==> src/rtl/rs_pkg.sv <==
package rs_pkg;

  typedef enum logic [1:0] {
    ST_OFF     = 2'd0,
    ST_STARTUP = 2'd1,
    ST_RUN     = 2'd2,
    ST_RESTART = 2'd3
  } seq_state_e;

  // Last count value of a hold lasting len cycles (count starts at zero)
  function automatic int unsigned hold_last(input int unsigned len);
    return len - 1;
  endfunction

  // Counter width able to reach hold_last(len)
  function automatic int unsigned cnt_bits(input int unsigned len);
    return (len <= 2) ? 1 : $clog2(len);
  endfunction

endpackage

==> src/rtl/rs_hold_timer.sv <==
module rs_hold_timer #(
  parameter int unsigned SHORT_CYCLES = 1024,
  parameter int unsigned LONG_CYCLES  = 131072,
  localparam int unsigned CW = rs_pkg::cnt_bits(LONG_CYCLES)
) (
  input  logic          clk,
  input  logic          rst_n,
  input  logic          clr,
  output logic [CW-1:0] cnt,
  output logic          short_done,
  output logic          long_done
);
  localparam logic [CW-1:0] SHORT_LAST = CW'(rs_pkg::hold_last(SHORT_CYCLES));
  localparam logic [CW-1:0] LONG_LAST  = CW'(rs_pkg::hold_last(LONG_CYCLES));

  always_ff @(posedge clk or negedge rst_n) begin
    if (!rst_n)   cnt <= '0;
    else if (clr) cnt <= '0;
    else          cnt <= cnt + 1'b1;
  end

  assign short_done = (cnt == SHORT_LAST);
  assign long_done  = (cnt == LONG_LAST);


  clear_takes_chk: assert property (@(posedge clk) disable iff (!rst_n)
    clr |=> cnt == '0);
endmodule

==> src/rtl/rs_state_ctrl.sv <==
module rs_state_ctrl
  import rs_pkg::*;
(
  input  logic       clk,
  input  logic       rst_n,
  input  logic       supply_ok,
  input  logic       cs_fault,
  input  logic       ovuv_ok,
  input  logic       short_done,
  input  logic       long_done,
  output seq_state_e state_q,
  output logic       timer_clr
);
  seq_state_e state_d;
  logic       fault_any;
  logic       restart_now;

  assign fault_any = cs_fault || !ovuv_ok;

  always_comb begin
    state_d     = state_q;
    restart_now = 1'b0;
    if (!supply_ok) begin
      state_d = ST_OFF;
    end else begin
      unique case (state_q)
        ST_OFF:     state_d = ST_STARTUP;
        ST_STARTUP: begin
          if (fault_any)       state_d = ST_RESTART;
          else if (short_done) state_d = ST_RUN;
        end
        ST_RUN:     if (fault_any) state_d = ST_RESTART;
        ST_RESTART: begin
          if (cs_fault) restart_now = 1'b1;
          else if (long_done) begin
            if (!ovuv_ok) restart_now = 1'b1;
            else          state_d     = ST_RUN;
          end
        end
        default:    state_d = ST_OFF;
      endcase
    end
  end

  assign timer_clr = (state_d != state_q) || restart_now ||
                     (state_q == ST_OFF) || (state_q == ST_RUN);

  always_ff @(posedge clk or negedge rst_n) begin
    if (!rst_n) state_q <= ST_OFF;
    else        state_q <= state_d;
  end


  supply_low_off_chk: assert property (@(posedge clk) disable iff (!rst_n)
    !supply_ok |=> state_q == ST_OFF);

  off_to_startup_chk: assert property (@(posedge clk) disable iff (!rst_n)
    (state_q == ST_OFF && supply_ok) |=> state_q == ST_STARTUP);

  run_fault_chk: assert property (@(posedge clk) disable iff (!rst_n)
    (state_q == ST_RUN && supply_ok && cs_fault) |=> state_q == ST_RESTART);

  ovuv_rehold_chk: assert property (@(posedge clk) disable iff (!rst_n)
    (state_q == ST_RESTART && supply_ok && long_done && !ovuv_ok)
      |=> state_q == ST_RESTART);
endmodule

==> src/rtl/restart_sequencer.sv <==
module restart_sequencer
  import rs_pkg::*;
#(
  parameter int unsigned SHORT_CYCLES = 1024,
  parameter int unsigned LONG_CYCLES  = 131072
) (
  input  logic clk,
  input  logic rst_n,
  input  logic supply_ok,
  input  logic cs_fault,
  input  logic ovuv_ok,
  output logic fb_pullup_en,
  output logic sw_en
);
  localparam int unsigned CW = cnt_bits(LONG_CYCLES);

  seq_state_e    state_q;
  logic          timer_clr;
  logic [CW-1:0] hold_cnt;
  logic          short_done;
  logic          long_done;

  rs_hold_timer #(
    .SHORT_CYCLES(SHORT_CYCLES),
    .LONG_CYCLES (LONG_CYCLES)
  ) u_timer (
    .clk       (clk),
    .rst_n     (rst_n),
    .clr       (timer_clr),
    .cnt       (hold_cnt),
    .short_done(short_done),
    .long_done (long_done)
  );

  rs_state_ctrl u_ctrl (
    .clk       (clk),
    .rst_n     (rst_n),
    .supply_ok (supply_ok),
    .cs_fault  (cs_fault),
    .ovuv_ok   (ovuv_ok),
    .short_done(short_done),
    .long_done (long_done),
    .state_q   (state_q),
    .timer_clr (timer_clr)
  );

  assign sw_en        = (state_q == ST_RUN);
  assign fb_pullup_en = !sw_en;


  startup_bound_chk: assert property (@(posedge clk) disable iff (!rst_n)
    (state_q == ST_STARTUP) |-> hold_cnt <= CW'(hold_last(SHORT_CYCLES)));

  restart_bound_chk: assert property (@(posedge clk) disable iff (!rst_n)
    (state_q == ST_RESTART) |-> hold_cnt <= CW'(hold_last(LONG_CYCLES)));

  run_after_count_chk: assert property (@(posedge clk) disable iff (!rst_n)
    $rose(sw_en) |-> $past(short_done || long_done));
endmodule

==> config.mk <==
export PLATFORM = sky130hd
export DESIGN_NAME = restart_sequencer
export DESIGN_NICKNAME = d
export VERILOG_FILES = /design/src/rtl/rs_pkg.sv /design/src/rtl/rs_hold_timer.sv /design/src/rtl/rs_state_ctrl.sv /design/src/rtl/restart_sequencer.sv
export SDC_FILE = /design/constraint.sdc
export NUM_CORES = 1
export LEC_CHECK = 0
export CAP_MARGIN = 30
export CORE_MARGIN = 2
export CORE_UTILIZATION = 45
export CTS_CLUSTER_SIZE = 20
export DETAILED_ROUTE_END_ITERATION = 10
export REMOVE_ABC_BUFFERS = 1
export SETUP_SLACK_MARGIN = 0.05
export SYNTH_ARGS = -nofsm -noshare
export SYNTH_HDL_FRONTEND = slang
export SYNTH_SLANG_ARGS = --single-unit
export TNS_END_PERCENT = 50
==> constraint.sdc <==
create_clock -name clk -period 6.3 [get_ports clk]
set_input_delay 1.26 -clock clk [delete_from_list [all_inputs] [get_ports clk]]
set_output_delay 1.26 -clock clk [all_outputs]
set_load 0.005 [all_outputs]
After elaboration in Yosys (flattened, before gate mapping)
Cells that the tools add are included.
{"block": "word_totals", "elab_cells": 30, "output_inout_bits": 2, "reg_bits": 19}
{"block": "op_classes", "n_reduce_logical": 7, "eq_ne": 6, "muxes": 14, "addsub": 1}
{"operator": "17-bit by 1-bit adder with 17-bit output (second input constant)", "n": 1}
{"operator": "17-bit by 10-bit equality test with 1-bit output (second input constant)", "n": 1}
{"operator": "17-bit equality test (second input constant)", "n": 1}
{"operator": "17-bit two-way mux", "n": 1}
{"operator": "2-bit two-way mux", "n": 7}
{"operator": "2-bit case mux with 4 select lines", "n": 1}
{"operator": "1-bit two-way mux", "n": 5}
{"operator": "2-bit equality test (second input constant)", "n": 2}
{"operator": "1-bit logical OR", "n": 4}
{"operator": "2-bit by 1-bit equality test with 1-bit output (second input constant)", "n": 1}
{"operator": "1-bit zero test", "n": 2}
{"operator": "2-bit zero test", "n": 1}
{"operator": "2-bit != test", "n": 1}

Logic depth before layout (Yosys ltp)
{"block": "depth", "word_depth": 10, "ltp_mapped": 11, "depth_no_buf": 10}

By module
Synthesis repeated with hierarchy kept, for this count alone.
{"block": "unflattened", "cells_unflattened": 95, "area_unflattened_um2": 963.4}
{"mod": "rs_hold_timer", "area_per_inst_um2": 832.0, "n_inst": 1, "cells_each": 82}
{"mod": "rs_state_ctrl", "area_per_inst_um2": 118.9, "n_inst": 1, "cells_each": 11}
{"mod": "restart_sequencer", "area_per_inst_um2": 12.5, "n_inst": 1, "cells_each": 2}

Worst setup path before layout
No wires, ideal clock.
{"block": "synth_timing", "path_kind": "in2reg", "start": "in ovuv_ok", "end": "reg u_timer.cnt[13]", "cell_stages": 5, "setup_slack_ns": 3.933, "required_ns": 6.229, "path_buffers": 1, "arrival_time_ns": 2.296, "path_cell_list": "or2b_2 a211o_1 a31o_4 buf_6 nor2_1"}
{"block": "synth_between", "elab_chain_len": 10, "word_cells_on_any_way": 19, "classes_between": "eq/ne (1); mux (13); reduce/logical (5)"}
{"element": "start, declared", "line": "restart_sequencer.sv:11", "text": "input logic ovuv_ok,"}
{"element": "2-bit two-way mux or 1-bit zero test (tied branches)"}
{"element": "2-bit two-way mux or 1-bit logical OR (tied branches)", "line": "rs_state_ctrl.sv:35, rs_state_ctrl.sv:18"}
{"element": "2-bit two-way mux (on tied branches)", "line": "rs_state_ctrl.sv:34, rs_state_ctrl.sv:29, rs_state_ctrl.sv:32"}
{"element": "2-bit case mux with 4 select lines", "line": "rs_state_ctrl.sv:26", "text": "unique case (state_q)"}
{"element": "2-bit two-way mux", "line": "rs_state_ctrl.sv:23", "text": "if (!supply_ok) begin"}
{"element": "2-bit != test", "line": "rs_state_ctrl.sv:45", "text": "assign timer_clr = (state_d != state_q) || restart_now ||"}
{"element": "1-bit logical OR * (2 in a row)", "line": "rs_state_ctrl.sv:45"}
{"element": "1-bit logical OR *", "line": "rs_state_ctrl.sv:46", "text": "(state_q == ST_OFF) || (state_q == ST_RUN);"}
{"element": "17-bit two-way mux *", "line": "rs_hold_timer.sv:18", "text": "else if (clr) cnt <= '0;"}
{"element": "end signal, assigned", "line": "rs_hold_timer.sv:19", "text": "else cnt <= cnt + 1'b1;"}
{"element": "end, declared", "line": "rs_hold_timer.sv:9", "text": "output logic [CW-1:0] cnt,"}
Mark *: on every way between the ends. The rest lies on a longest branch, timed or not.

Worst setup path in the final report
{"block": "layout_timing", "start": "reg u_ctrl.state_q[0]", "end": "out sw_en"}
{"block": "layout_between", "elab_chain_len": 1}
{"element": "start, declared", "line": "rs_state_ctrl.sv:11", "text": "output seq_state_e state_q,"}
{"element": "start signal, assigned", "line": "rs_state_ctrl.sv:50", "text": "else state_q <= state_d;"}
{"element": "2-bit equality test", "line": "restart_sequencer.sv:47", "text": "assign sw_en = (state_q == ST_RUN);"}
{"element": "end, declared", "line": "restart_sequencer.sv:13", "text": "output logic sw_en"}
Every way passes these cells.

==> flow_summary_export.csv <==
group,metric,value,unit
status,outcome,"finished clean",
floorplan,die_h,50.8,um
floorplan,io_pins,7,
clocking,cts_root_buf,"clkbuf_4",
timing,hold_viol,0,
worst_setup_path,r2r_end,"u_timer.cnt[15]$_DFF_PN0_",
worst_setup_path,crit_top_cell,"inv_1",
clocking,cts_buffers,3,
timing,finClkSkew,0.00256,ns
route,drt_iter0_drc,14,
floorplan,dieArea,0.00258,mm2
worst_setup_path,critical_path_class,"reg -> out",
worst_setup_path,critPathMaxStageDelay,0.48,ns
route,ant_nets,0,
hold_path,worstHoldPathCells,1,
placed_design,io_buffer_count,6,
timing,setup_viol,0,
worst_setup_path,path_max_fanout,4,
worst_setup_path,cp_cell_sequence,"inv_1, nand2_1, inv_1, clkdlybuf4s50_1",
route,dr.pass1.iters,4,
clocking,tritoncts,"yes",
global_routing,grt_start_max_net_pins,20,
logic_synthesis,synth_area,983,um2
route,num_vias,713,
layout,area_growth,10.8,%
timing,slew_viol_final,0,
timing,max_freq,374,MHz
hold_path,min_path_type,"reg -> reg",
pwr,p_int,0.000153,W
logic_synthesis,synthCells,103,
worst_setup_path,r2r_slack,3.98,ns
placed_design,detailed_place_hpwl,1.20,mm
timing,max_slew_margin,44.7,%
route,wl_per_cell,12.4,um
logic_synthesis,yosysUniqueCellTypes,28,
clocking,clock_path_buffers,2,
layout,n_fill_cell,181,
pwr,finalPower,0.000198,W
global_routing,grt_remaining_overflow,0,
clocking,cts_setup_buffers,0,
route,drt_wl_total,1.71,mm
logic_synthesis,yosys_warnings,0,
pwr,powerDensity,182,mW/mm2
logic_synthesis,synthTopCellsByArea,"dfrtp_1, nor2_1, xnor2_1",
clocking,h-tree-depth,1,
logic_synthesis,syn-mean-instance-area,9.55,um2
worst_setup_path,critPathArrivalTime,1.42,ns
global_routing,grt_pass1_vias,665,
pwr,vdd_drop_max,0.000145,V
timing,setup_tns,0,ns
worst_setup_path,cp-startpoint,"u_ctrl.state_q[0]$_DFF_PN0_",
pwr,pwr-share-comb,6.5,%
route,via_per_inst,5.17,
worst_setup_path,cp_top_family,"buffers and inverters",
global_routing,antenna_found_initial,0,
timing,fin_crit_sh,42.5,%
worst_setup_path,worstSetupStartpointType,"register",
clocking,cts_sinks,19,
clocking,cts_resized,0,
pwr,power_switching,0.0000452,W
worst_setup_path,end_kind,"primary output",
global_routing,grt_usage,16.1,%
timing,worstMarginPinSlew,0.827,ns
logic_synthesis,ys_seq_elements,19,
global_routing,grt_pass1_wl,3.02,mm
layout,layout-drive-gt1-share,6.31,%
pwr,swShare,22.8,%
worst_setup_path,worstReg2RegStart,"u_timer.cnt[0]$_DFF_PN0_",
hold_path,hold_start,"u_timer.cnt[0]$_DFF_PN0_",
hold_path,hold_end,"u_timer.cnt[0]$_DFF_PN0_",
layout,nNetsFinal,119,
pwr,total_leakage_power,0.441,nW
worst_setup_path,rr_worst_depth,10,
placed_design,place_congestion,0.805,
logic_synthesis,yosysTopAreaCellShare,48.3,%
route,route.detailed.drc,0,
worst_setup_path,critPathBufInv,3,
floorplan,start_util,49.1,%
clocking,clk_pin_slew_worst_paths,0.10,ns
layout,diodes,0,
worst_setup_path,worst_ep_required_time,5.04,ns
timing,rsz0062_at_grt,"false",
timing,min_period,2.68,ns
floorplan,rows,16,
floorplan,core,0.00200,mm2
logic_synthesis,seq_area_frac_synth,48.3,%
clocking,clk_latency,0.30,ns
floorplan,die_x,50.8,um
layout,final_util,54.4,%
pwr,clock_power_share,30.7,%
logic_synthesis,netlist.top_cell.by_area,"dfrtp_1",
job,max-cap-violations,0,
worst_setup_path,critPathSlowestCell,"clkdlybuf4s50_1",
pwr,power.share.sequential,62.8,%
clocking,cts_hold_buf,0,
Yosys cell counts:
master     n
dfrtp_1   19
o21ai_0    1
a21oi_1    3
or4_1      1
nand2_1    7
nand4_1    4
or2b_2     1
xnor2_1    7
and3_1     2
a31o_4     1
inv_1      7
nand3_1    6
o31a_1     1
nor2_1    19
clkbuf_1   1
and4_1     1
xor2_1     6
nor4_1     2
nand2b_1   1
or3_1      3
or4b_1     1
ha_1       2
a21boi_0   1
a211o_1    1
nor3_1     2
or2b_1     1
buf_6      1
nor3_2     1
worst max-delay path by stage:
stage,end,cells past startpoint
floorplan,u_timer.cnt[15]$_DFF_PN0_,4
global placement,u_timer.cnt[15]$_DFF_PN0_,5
detailed placement,u_timer.cnt[10]$_DFF_PN0_,5
CTS,sw_en,4
global route,sw_en,4
finish,sw_en,4
stage by stage:
stage	hold slack [ns]	std cells	area [um2]	worst slack (ns)
floorplan	0.447	101	968	4.01
CTS	0.497	138	1090	3.61
global placement	0.474	134	1060	3.47
global route	0.516	138	1090	3.54
finish	0.488	138	1090	3.62
detailed placement	0.480	134	1060	3.45
worst reg2reg max path: stages (launching register included):
cell     delay (ns)
dfrtp_1        0.42
ha_1           0.27
nand3_1        0.18
nor2_1         0.13
nand2_1        0.10
nor2_1         0.04
ha_1           0.16
or2b_1         0.23
a211o_1        0.30
a31o_4         0.29
a21oi_1        0.13
final cells by class:
cell class	count	area [um2]	share of cell area, %
sequential	19	475	43.6
multi-input combinational	75	467	42.8
timing repair buffer	6	60.1	5.51
tap	27	33.8	3.10
inverter	7	26.3	2.41
clock buffer	3	22.5	2.07
clock inverter	1	5.00	0.459
placed cells by master, fill, tap and decap left out, drive strengths merged:
cell type      count
nand2              7
xnor2              7
nor2              19
or3                3
a21boi             1
ha                 2
dfrtp             19
or4                1
or4b               1
or2b               2
o31a               1
xor2               6
a31o               1
and3               2
clkbuf             3
clkdlybuf4s50      6
nand4              4
a211o              1
nor3               3
a21oi              3
nor4               2
inv                7
and4               1
nand2b             1
clkinv             1
o21ai              1
nand3              6
sequential cells by signal, indices dropped and copies added (netlist names):
register and flops:
u_timer.cnt 17, u_ctrl.state_q 2
kinds of logic after synthesis:
group	Yosys count	share of synthesized area, %
buf+inv	9	4.20
xor+xnor	13	11.6
simple gates	52	27.0
compound gates	8	6.36
fa+ha+maj	2	2.54
flops	19	48.3
layer usage:
metal | up-vias | wire length (um) | GRT usage (%)
met5 | - | 0 | 0
met2 | 15 | 733 | 23.7
li1 | 367 | - | -
met4 | 0 | 8 | 4.05
met1 | 329 | 886 | 22.2
met3 | 2 | 78 | 6.25
power by group through the flow:
stage / clock network [W] / logic, W / registers, W
2_1_floorplan: 0 / 0.00000563 / 0.000126
6_report: 0.0000609 / 0.0000129 / 0.000124
3_5_place_dp: 0 / 0.0000131 / 0.000127
5_1_grt: 0.0000700 / 0.0000145 / 0.000125
4_1_cts: 0.0000655 / 0.0000131 / 0.000125
3_3_place_gp: 0 / 0.0000131 / 0.000127
(Power assumes the default switching activity.)
